--- config.mk ---
export PLATFORM = sky130hd
export DESIGN_NAME = adc_serial_capture
export DESIGN_NICKNAME = d
export VERILOG_FILES = /design/src/rtl/adc_cap_pkg.sv /design/src/rtl/adc_cnv_timer.sv /design/src/rtl/adc_lane_deser.sv /design/src/rtl/adc_serial_capture.sv
export SDC_FILE = /design/constraint.sdc
export NUM_CORES = 1
export LEC_CHECK = 0
export BUFFER_PORTS_ARGS = -buffer_cell sky130_fd_sc_hd__clkbuf_2
export CORE_MARGIN = 2
export CORE_UTILIZATION = 35
export DETAILED_ROUTE_END_ITERATION = 6
export PLACE_DENSITY = 0.58
export REMOVE_ABC_BUFFERS = 1
export SKIP_CTS_REPAIR_TIMING = 1
export SYNTH_ARGS = -nofsm -noshare
export SYNTH_HDL_FRONTEND = slang
export SYNTH_SLANG_ARGS = --single-unit
--- constraint.sdc ---
create_clock -name clk -period 1.7 [get_ports clk]
set_input_delay 0.255 -clock clk [delete_from_list [all_inputs] [get_ports clk]]
set_output_delay 0.255 -clock clk [all_outputs]
set_load 0.02 [all_outputs]
--- src/rtl/adc_cap_pkg.sv ---
// Shared helpers for the serial ADC capture block.
// Assumes DATA_W is even whenever two-lane mode is selected.
package adc_cap_pkg;

    // Number of shift clocks needed to move one word over the link.
    function automatic int burst_len(input int data_w, input int two_lane);
        return (two_lane != 0) ? (data_w + 1) / 2 : data_w;
    endfunction

endpackage

--- src/rtl/adc_cnv_timer.sv ---
// Sample-period sequencer: counts reference-clock cycles and derives the
// conversion-start pulse, the readout gate, the gated shift clock and a
// frame marker aligned with the start pulse.
// Assumes CNV_HIGH <= CONV_WAIT and CONV_WAIT + 2*NCLK <= PERIOD.
module adc_cnv_timer #(
    parameter int PERIOD    = 32,
    parameter int CNV_HIGH  = 2,
    parameter int CONV_WAIT = 8,
    parameter int NCLK      = 9
) (
    input  logic clk,
    input  logic rst_n,
    input  logic run,
    output logic cnv_o,
    output logic gate_o,
    output logic sclk_o,
    output logic frame_o
);
    localparam int CW = $clog2(PERIOD + 1);
    localparam logic [CW-1:0] LAST_C = CW'(PERIOD - 1);
    localparam logic [CW-1:0] HIGH_C = CW'(CNV_HIGH);
    localparam logic [CW-1:0] WAIT_C = CW'(CONV_WAIT);
    localparam logic [CW-1:0] END_C  = CW'(CONV_WAIT + 2 * NCLK);

    logic [CW-1:0] cnt;
    logic [CW-1:0] offs;
    logic          in_gate;
    logic          cnv_q, gate_q, sclk_q, frame_q;

    // Period counter, held at zero while not running.
    always_ff @(posedge clk) begin
        if (!rst_n || !run || cnt == LAST_C) cnt <= '0;
        else                                 cnt <= cnt + 1'b1;
    end

    // Decode of the counter into the readout window and its phase.
    always_comb begin
        in_gate = (cnt >= WAIT_C) && (cnt < END_C);
        offs    = cnt - WAIT_C;
    end

    // Register the decoded strobes so the pins see no decode glitches.
    always_ff @(posedge clk) begin
        if (!rst_n) begin
            cnv_q   <= 1'b0;
            gate_q  <= 1'b0;
            sclk_q  <= 1'b0;
            frame_q <= 1'b0;
        end else begin
            cnv_q   <= run && (cnt < HIGH_C);
            gate_q  <= run && in_gate;
            sclk_q  <= run && in_gate && !offs[0];
            frame_q <= run && (cnt == '0);
        end
    end

    // Qualify with run so a stop silences the pins at once.
    assign cnv_o   = cnv_q   && run;
    assign gate_o  = gate_q  && run;
    assign sclk_o  = sclk_q  && run;
    assign frame_o = frame_q && run;
endmodule

--- src/rtl/adc_lane_deser.sv ---
// Deserialiser: shifts lane bits in MSB first on each rising edge of the
// echoed data clock (sampled in the reference domain) and emits the word
// after NCLK edges. A frame marker restarts the bit count.
// Assumes the echoed clock is high and low for at least one cycle each.
module adc_lane_deser #(
    parameter int DATA_W   = 18,
    parameter int TWO_LANE = 1,
    parameter int NCLK     = 9
) (
    input  logic              clk,
    input  logic              rst_n,
    input  logic              frame_i,
    input  logic              dco_i,
    input  logic              lane_a_i,
    input  logic              lane_b_i,
    output logic [DATA_W-1:0] data_o,
    output logic              valid_o
);
    localparam int BW = $clog2(NCLK + 1);
    localparam int SH = (TWO_LANE != 0) ? 0 : 1;
    localparam logic [BW-1:0] LAST_BIT = BW'(NCLK - 1);
    localparam logic [BW-1:0] NCLK_C   = BW'(NCLK);

    logic [DATA_W-1:0] shreg;
    logic [DATA_W+1:0] joined;
    logic [DATA_W-1:0] shifted;
    logic [BW-1:0]     bcnt;
    logic              dco_q;
    logic              dco_rise;

    // Next shift-register value; one-lane mode drops the second lane bit.
    always_comb begin
        joined   = {shreg, lane_a_i, lane_b_i};
        shifted  = DATA_W'(joined >> SH);
        dco_rise = dco_i && !dco_q;
    end

    // Capture lanes on data-clock edges and publish the finished word.
    always_ff @(posedge clk) begin
        if (!rst_n) begin
            shreg   <= '0;
            bcnt    <= '0;
            data_o  <= '0;
            valid_o <= 1'b0;
            dco_q   <= 1'b0;
        end else begin
            dco_q   <= dco_i;
            valid_o <= 1'b0;
            if (frame_i) begin
                bcnt <= '0;
            end else if (dco_rise && bcnt < NCLK_C) begin
                shreg <= shifted;
                bcnt  <= bcnt + 1'b1;
                if (bcnt == LAST_BIT) begin
                    data_o  <= shifted;
                    valid_o <= 1'b1;
                end
            end
        end
    end
endmodule

--- src/rtl/adc_serial_capture.sv ---
// Top of the serial ADC capture block: registers the enable and the
// software control bits, runs the sample-period sequencer and the lane
// deserialiser, and drives the converter-side control pins.
// Assumes dco, lane_a and lane_b are already in the reference clock domain.
module adc_serial_capture #(
    parameter int DATA_W    = 18,
    parameter int TWO_LANE  = 1,
    parameter int PERIOD    = 32,
    parameter int CNV_HIGH  = 2,
    parameter int CONV_WAIT = 8
) (
    input  logic              clk,
    input  logic              rst_n,
    input  logic              enable,
    input  logic              pd_req,
    input  logic              testpat_req,
    input  logic              dco,
    input  logic              lane_a,
    input  logic              lane_b,
    output logic              cnv,
    output logic              cnv_en,
    output logic              sclk,
    output logic              sclk_gate,
    output logic              lanes_sel,
    output logic              pd_out,
    output logic              testpat_out,
    output logic [DATA_W-1:0] sample_data,
    output logic              sample_valid
);
    import adc_cap_pkg::*;

    localparam int NCLK = burst_len(DATA_W, TWO_LANE);

    logic en_q, pd_q, tp_q;
    logic frame;

    // Register enable and software control bits toward the pins.
    always_ff @(posedge clk) begin
        if (!rst_n) begin
            en_q <= 1'b0;
            pd_q <= 1'b0;
            tp_q <= 1'b0;
        end else begin
            en_q <= enable;
            pd_q <= pd_req;
            tp_q <= testpat_req;
        end
    end

    adc_cnv_timer #(
        .PERIOD   (PERIOD),
        .CNV_HIGH (CNV_HIGH),
        .CONV_WAIT(CONV_WAIT),
        .NCLK     (NCLK)
    ) u_timer (
        .clk    (clk),
        .rst_n  (rst_n),
        .run    (en_q),
        .cnv_o  (cnv),
        .gate_o (sclk_gate),
        .sclk_o (sclk),
        .frame_o(frame)
    );

    adc_lane_deser #(
        .DATA_W  (DATA_W),
        .TWO_LANE(TWO_LANE),
        .NCLK    (NCLK)
    ) u_deser (
        .clk     (clk),
        .rst_n   (rst_n),
        .frame_i (frame),
        .dco_i   (dco),
        .lane_a_i(lane_a),
        .lane_b_i(lane_b),
        .data_o  (sample_data),
        .valid_o (sample_valid)
    );

    assign cnv_en      = en_q;
    assign pd_out      = pd_q;
    assign testpat_out = tp_q;
    assign lanes_sel   = (TWO_LANE != 0);
endmodule

Yosys cells after proc, flatten, opt, wreduce, memory -nomap -nowiden:

Index checks and enable logic that the tools add are counted.
W data, S select, Z words.

* add/sub/neg operators: 3
* order comparisons: 4
* eq/ne operators: 2
* muxes and demuxes: 1
* bitwise logic cells: 3
* reductions and logical operators: 22

Operators by type and width (number)
* $logic_and A1 B1 Y1: 11
* $add A6 B1 Y6 const B: 1
* $eq A6 B5 Y1 const B: 1
* $ge A6 B4 Y1 const B: 1
* $logic_not A6 Y1: 1
* $lt A6 B2 Y1 const B: 1
* $lt A6 B5 Y1 const B: 1
* $add A4 B1 Y4 const B: 1
* $eq A4 B4 Y1 const B: 1
* $logic_not A1 Y1: 4
* $lt A4 B4 Y1 const B: 1
* $not A1 Y1: 3
* $reduce_and A3 Y1: 1
* $reduce_or A3 Y1: 1
* $logic_or A1 B1 Y1: 2
* $reduce_and A2 Y1: 1
* $reduce_or A2 Y1: 1
* $mux W1: 1
* $sub A1 B1 Y1 const B: 1

* flip-flop bits (word level): 53
* input port bits: 8
* output and inout bits: 26
* word-level logic and storage cells: 48

Depth between registers and ports, before layout:

Gate-level depths: netlist (run 1).

* word-level depth: 5
* mapped depth: 7
* gate-level depth less buffers: 5

Hierarchy:

From an unflattened synthesis (run 1), not the netlist that was laid out.

* cell total of the unflattened synthesis: 197
* area, all modules: 2067.0 µm²

By module, submodules not included
* adc_lane_deser: instances 1, cells each 143, area each 1539.0 µm², seq. area each 800.8 µm²
* adc_cnv_timer: instances 1, cells each 46, area each 437.9 µm², seq. area each 200.2 µm²
* adc_serial_capture: instances 1, cells each 8, area each 90.1 µm², seq. area each 60.1 µm²

Worst setup path before layout (run 1):

No wires, ideal clock.

* kind: register to register
* start: reg u_deser.bcnt[0]
* end: reg u_deser.data_o[10]
* setup time: 72 ps
* arrival: 1465 ps
* data required time: 1628 ps
* path slack: 163 ps
* stages on the path, launching flop included: 8
* path buffers: 2
* clock period less this slack: 1537 ps
* path through: dfxtp_1 -> inv_1 -> ha_1 -> and2b_2 -> nand4_1 -> buf_4 -> buf_4 -> mux2i_1

* longest elaborated chain between the ends: 3
* elaborated cells between the ends (all ways): 4
* classes of those cells: order compare (1); eq/ne (1); reduce/logical (2)

RTL lines
* from (decl): line adc_lane_deser.sv:27 `logic [BW-1:0] bcnt;`
* from (signal assigned): line adc_lane_deser.sv:53 `bcnt <= bcnt + 1'b1;`
* $lt A4 B4 Y1: line adc_lane_deser.sv:51 `end else if (dco_rise && bcnt < NCLK_C) begin`
* $logic_and A1 B1 Y1: line adc_lane_deser.sv:51
* $reduce_and A3 Y1 (no line) *
* to (signal assigned): line adc_lane_deser.sv:55 `data_o <= shifted;`
* to (decl): line adc_lane_deser.sv:16 `output logic [DATA_W-1:0] data_o,`

Every way passes the cells marked *; elsewhere a longest branch is shown, timed or not.
A chain may end at the register's enable or synchronous reset.

Worst setup path after layout (run 1):

* start: reg u_deser.bcnt[0]
* end: reg u_deser.data_o[2]

Same word-level chain as after synthesis.

==> metrics.yaml, run 1 <==
p_per_area_nw_per_um2: 880.2
rows: 27
worstPathArrival_ps: 1760
syn2layout_area_growth_pct: 15.69
drive_above_1_share: 0.1991
cpLargestDelayFamily: "flip-flops"
dpl.hpwl_um: 2319
ys_async_sr_fraction: 0
cts_sinks: 53
worst_path_max_delay_cell: "dfxtp_1"
seq_area_frac_synth: 0.5196
rr_worst_depth: 6
dp_slack_ps: 205.6
ys_warn_count: 0
synth_top_area_frac: 0.5196
grt-ovfl-total: 0
status: "finished clean"
antenna_found_initial: 0
syn_area_per_cell_um2: 10.26
slew_viol_final: 0
core_area_um2: 5574
n_antenna_cell: 0
yosys.area.top_type: "dfxtp_1"
wire_per_inst_um: 11.08
critPathCaptureType: "register"
rsz0062_at_grt: "false"
grt_first_pass_wirelength_um: 5747
io_pins: 34
clockBufferDepth: 2
crit_buf_inv: 2
fmaxAchievable_mhz: 656.5
finalCritPeriodShare: 0.8960
startpoint_type: "register"
hold_depth: 2
final_common_cell: "dfxtp_1"
ir_drop_uv: 318.6
fin_ws_ps: 176.8
gr-usage-all-layers: 0.1152
final.setup_skew_ps: 4.991
tritoncts: "built"
portBuffers: 32
gp_congestion: 0.7032
postLayoutCellArea_um2: 2362
hold_end: "cnv_en"
die_h_um: 80.38
r2r-end: "u_deser.data_o[2]"
routed_wirelength_um: 3357
path_class: "reg2reg"
synth_area_leaders: "dfxtp_1 52%, mux2i_1 18%, nand2_1 7.7%, ha_1 2.5%, and2_1 2.1%"
antenna_left: 0
drcViolationCount: 0
cts_buffers: 5
r2r_setup_slack_ps: 180
holdWs_ps: 161.6
grt_pass1_vias: 1281
hold_viol: 0
htreeDepth: 2
die-area_um2: 6461
total_power_mw: 2.079
vias: 1381
layout_common_cells: "53 x dfxtp_1, 42 x nand2_1, 37 x mux2i_1"
start_util: 0.3663
netlist-cell-type-count: 35
die_x_um: 80.38
synth-edff-count: 0
placed_cell_area_um2: 2278
max_stage_delay_ps: 390
worstPathMaxFanout: 18
synthFlopType: "dfxtp_1"
cap_violations: 0
worstReg2RegStart: "u_deser.bcnt[0]"
first_iter_violations: 66
clkTransAtPathRegs_ps: 90
syn_inst: 199
required_ps: 1930
grt_max_degree: 26
final_nets: 242
cts_root_buf: "clkbuf_8"
worstHoldStart: "enable"
post_drt_via_cell_ratio: 4.558
hp-class: "in2reg"
syn_area_um2: 2042
nFillCells: 587
p_leak_nw: 1.086
clock_latency_ps: 300
critical_path.cell_chain: "inv_1, ha_1, and2b_2, nand4_1, buf_12, mux2i_1"
synth_seq_cells: 53
fin_util: 0.4238
drtPass1Iterations: 4
setup_viol: 0
min_period_ps: 1523
==> synthesized netlist by cell type (2+ instances only) <==
cell type,number
nor2b_1,2
buf_4,3
clkbuf_1,7
nor3_1,2
inv_1,6
mux2i_1,37
nand4_1,2
ha_1,4
and2_1,7
nand3_1,3
and3_1,3
nor2_1,6
nand2_1,42
xnor2_1,2
dfxtp_1,53
==> flip-flops by register name, summed over array words and instances, names as in the netlist, 4 cells and up <==
| name | flops |
|---|---|
| u_deser.data_o | 18 |
| u_deser.shreg | 16 |
| u_timer.cnt | 6 |
| u_deser.bcnt | 4 |
==> per-stage QoR <==
step	TNS, ps	std cells
after floorplan	-3993	187
after global placement	0	295
after detailed placement	0	295
after CTS	0	303
after global routing	0	303
final	0	303
==> logic make-up after synthesis <==
family / count (synthesis) / share of synthesized area
AO/OA/AOI/OAI: 11 / 0.05025
XOR/XNOR: 3 / 0.01287
adder cells (fa/ha/maj): 4 / 0.02451
buffers and inverters: 18 / 0.04473
flip-flops: 53 / 0.5196
multiplexers: 37 / 0.1814
other: 1 / 0.001836
AND/OR/NAND/NOR: 72 / 0.1648
==> power breakdown <==
| group | total (mW) | leakage (nW) | internal (mW) | switching, mW |
|---|---|---|---|---|
| clock network | 0.681 | 0.0385 | 0.292 | 0.389 |
| logic | 0.127 | 0.619 | 0.0543 | 0.0727 |
| registers | 1.27 | 0.429 | 1.26 | 0.0134 |
==> per-layer routing <==
metal,routed length (um),track usage
met1,1633,0.1438
met4,41,0.05593
met5,0,0
met3,182,0.03708
met2,1499,0.1783
==> worst max-delay path by stage <==
stage,startpoint,end,cells after the start
floorplan,u_deser.bcnt[0],u_deser.data_o[0],5
global placement,u_deser.bcnt[0],u_deser.data_o[1],6
detailed placement,u_deser.bcnt[0],u_deser.data_o[0],6
CTS,u_deser.bcnt[0],u_deser.data_o[10],6
global route,u_deser.bcnt[0],u_deser.data_o[1],6
finish,u_deser.bcnt[0],u_deser.data_o[2],6
==> cell type report <==
type | count | area, um2 | area share
well taps | 72 | 90.09 | 0.03814
flip-flops and latches | 53 | 1061 | 0.4492
multi-input cells | 128 | 889.6 | 0.3766
clock inverters | 1 | 7.507 | 0.003178
inverters | 6 | 22.52 | 0.009534
repair buffers | 36 | 215.2 | 0.09110
clock buffers | 7 | 76.32 | 0.03231
Power figures use the tool's default switching activity.
==> run 2, diff against run 1 <==
--- a/config.mk
+++ b/config.mk
@@ -11,3 +11,3 @@
 export DETAILED_ROUTE_END_ITERATION = 6
-export PLACE_DENSITY = 0.58
+export PLACE_DENSITY = 0.6
 export REMOVE_ABC_BUFFERS = 1
==> constraint.sdc (replaced) <==
create_clock -name clk -period 1.4 [get_ports clk]
set_input_delay 0 -clock clk [delete_from_list [all_inputs] [get_ports clk]]
set_output_delay 0 -clock clk [all_outputs]
set_load 0.02 [all_outputs]
==> run 2 against run 1 <==
Net effect: the run now ends with negative setup slack left; count of clock-buffer cells in the layout fell by 1; worst setup slack got worse by 240 ps; power rose by 24%; maximum frequency rose by 4.1%; register-to-register slack got worse by 240 ps; critical path depth did not move; combinational power rose by 61%; sequential power rose by 21%; clock skew barely moved; die area did not move; non-clock buffer count rose by 15; critical path type unchanged.
==> metrics.yaml, run 2 (synthesis gave the netlist of run 1 again) <==
min_period_ps: 1463
rr_worst_depth: 6
grt-ovfl-total: 0
final_nets: 257
critPathCaptureType: "register"
drcViolationCount: 0
worstPathMaxFanout: 8
cts_buffers: 5
status: "finished with violations"
clockBufferDepth: 2
die_h_um: 80.38
vias: 1466
rows: 27
fin_util: 0.4606
worstHoldStart: "rst_n"
final.setup_skew_ps: 5.480
fin_cells: 318
tritoncts: "built"
startpoint_type: "register"
clkTransAtPathRegs_ps: 90
wire_per_inst_um: 11.83
clkPwrFrac: 0.325
start_util: 0.3663
clock_latency_ps: 290
fin_ws_ps: -63.50
n_antenna_cell: 0
hp-class: "in2reg"
drive_above_1_share: 0.2480
cap_violations: 0
r2r_setup_slack_ps: -60
core_area_um2: 5574
reg.largest.list: "u_deser.data_o x18, u_deser.shreg x16, u_timer.cnt x6"
die_x_um: 80.38
grt_max_degree: 33
cts_sinks: 53
antenna_found_initial: 0
hold_viol: 0
max_stage_delay_ps: 360
cp.depth: 6
io_pins: 34
hold_depth: 2
portBuffers: 32
die-area_um2: 6461
regMostFlops: "u_deser.data_o"
worst_path_max_delay_cell: "a221oi_4"
ir_drop_uv: 450.4
gp_congestion: 0.7410
path_class: "reg2reg"
switching_share: 0.2312
total_power_mw: 2.584
r2r-end: "u_deser.shreg[6]"
cellInternalPower_mw: 1.987
cts_root_buf: "clkbuf_8"
cpLargestDelayFamily: "compound AO/OA/AOI/OAI gates"
p_leak_nw: 1.193
rsz0062_at_grt: "true"
critical_path.cell_chain: "inv_2, ha_4, nand2b_4, a221oi_4, clkbuf_16, mux2i_1"
crit_buf_inv: 2
worstReg2RegStart: "u_deser.bcnt[0]"
hold_end: "cnv_en"
placed_cells: 298
nFillCells: 542
placed_cell_area_um2: 2301
syn2layout_area_growth_pct: 25.74
pwr-share-seq: 0.596
grt_pass1_vias: 1285
largest_reg_flops: 18
finalCritPeriodShare: 1.045
routed_wirelength_um: 3762
post_drt_via_cell_ratio: 4.610
drtPass1Iterations: 4
p_per_area_nw_per_um2: 1006
setup_viol: 9
fmaxAchievable_mhz: 683.3
dpl.hpwl_um: 2335
postLayoutCellArea_um2: 2567
final_common_cell: "dfxtp_1"
htreeDepth: 2
switchingPower_mw: 0.5974
violations: "negative setup slack"
layout_common_cells: "51 x dfxtp_1, 42 x nand2_1, 37 x mux2i_1"
worstPathArrival_ps: 1690
gr-usage-all-layers: 0.1128
slew_viol_final: 0
required_ps: 1620
grt_first_pass_wirelength_um: 5727
pwr-share-comb: 0.079
first_iter_violations: 81
antenna_left: 0
==> run 2: per-stage QoR <==
step	setup WS (ps)	hold slack, ps	setup TNS (ps)
2_1_floorplan	-521.8	121.7	-14050
3_3_place_gp	27.35	211.5	0
3_5_place_dp	-11.91	210.3	-31.97
4_1_cts	-32.69	-99.29	-372.3
5_1_grt	-150.3	17.83	-1722
6_report	-63.50	14.49	-285.8
==> run 2: worst max path at each step <==
stage | start | endpoint | slack [ps]
2_1_floorplan | u_deser.bcnt[0] | u_deser.data_o[0] | -520
3_3_place_gp | u_deser.bcnt[0] | u_deser.data_o[0] | 30
3_5_place_dp | u_deser.bcnt[0] | u_deser.data_o[2] | -10
4_1_cts | u_deser.bcnt[0] | u_deser.data_o[9] | -30
5_1_grt | u_deser.bcnt[0] | u_deser.shreg[6] | -150
6_report | u_deser.bcnt[0] | u_deser.shreg[6] | -60
==> run 2: cell type report <==
class                      count  area [um2]  area share
sequential                    53        1064      0.4142
timing repair buffer          51       402.9      0.1569
clock inverter                 2       13.76    0.005361
multi-input combinational    128       902.1      0.3514
tap                           72       90.09     0.03509
inverter                       6       22.52    0.008772
clock buffer                   6       72.57     0.02827
==> run 2: layer usage <==
| layer | global-route usage | up-vias | share of wire |
|---|---|---|---|
| met3 | 0.02472 | 5 | 0.032 |
| met5 | 0 | - | 0 |
| met2 | 0.1767 | 24 | 0.45 |
| li1 | - | 760 | - |
| met1 | 0.1482 | 677 | 0.50 |
| met4 | 0.05085 | 0 | 0.016 |
==> run 2: power by group through the flow <==
stage	Clock, mW	Combinational, mW	Sequential, mW
final	0.840	0.204	1.54
after CTS	0.880	0.169	1.54
after detailed placement	0	0.168	1.57
after global routing	0.936	0.224	1.54
after global placement	0	0.168	1.57
after floorplan	0	0.0911	1.58
==> run 2: worst reg2reg max path, stage by stage, from the launching register on <==
cell and delay, ps:
dfxtp_2 330, inv_2 70, ha_4 140, nand2b_4 70, a221oi_4 360, clkbuf_16 240, mux2i_1 200
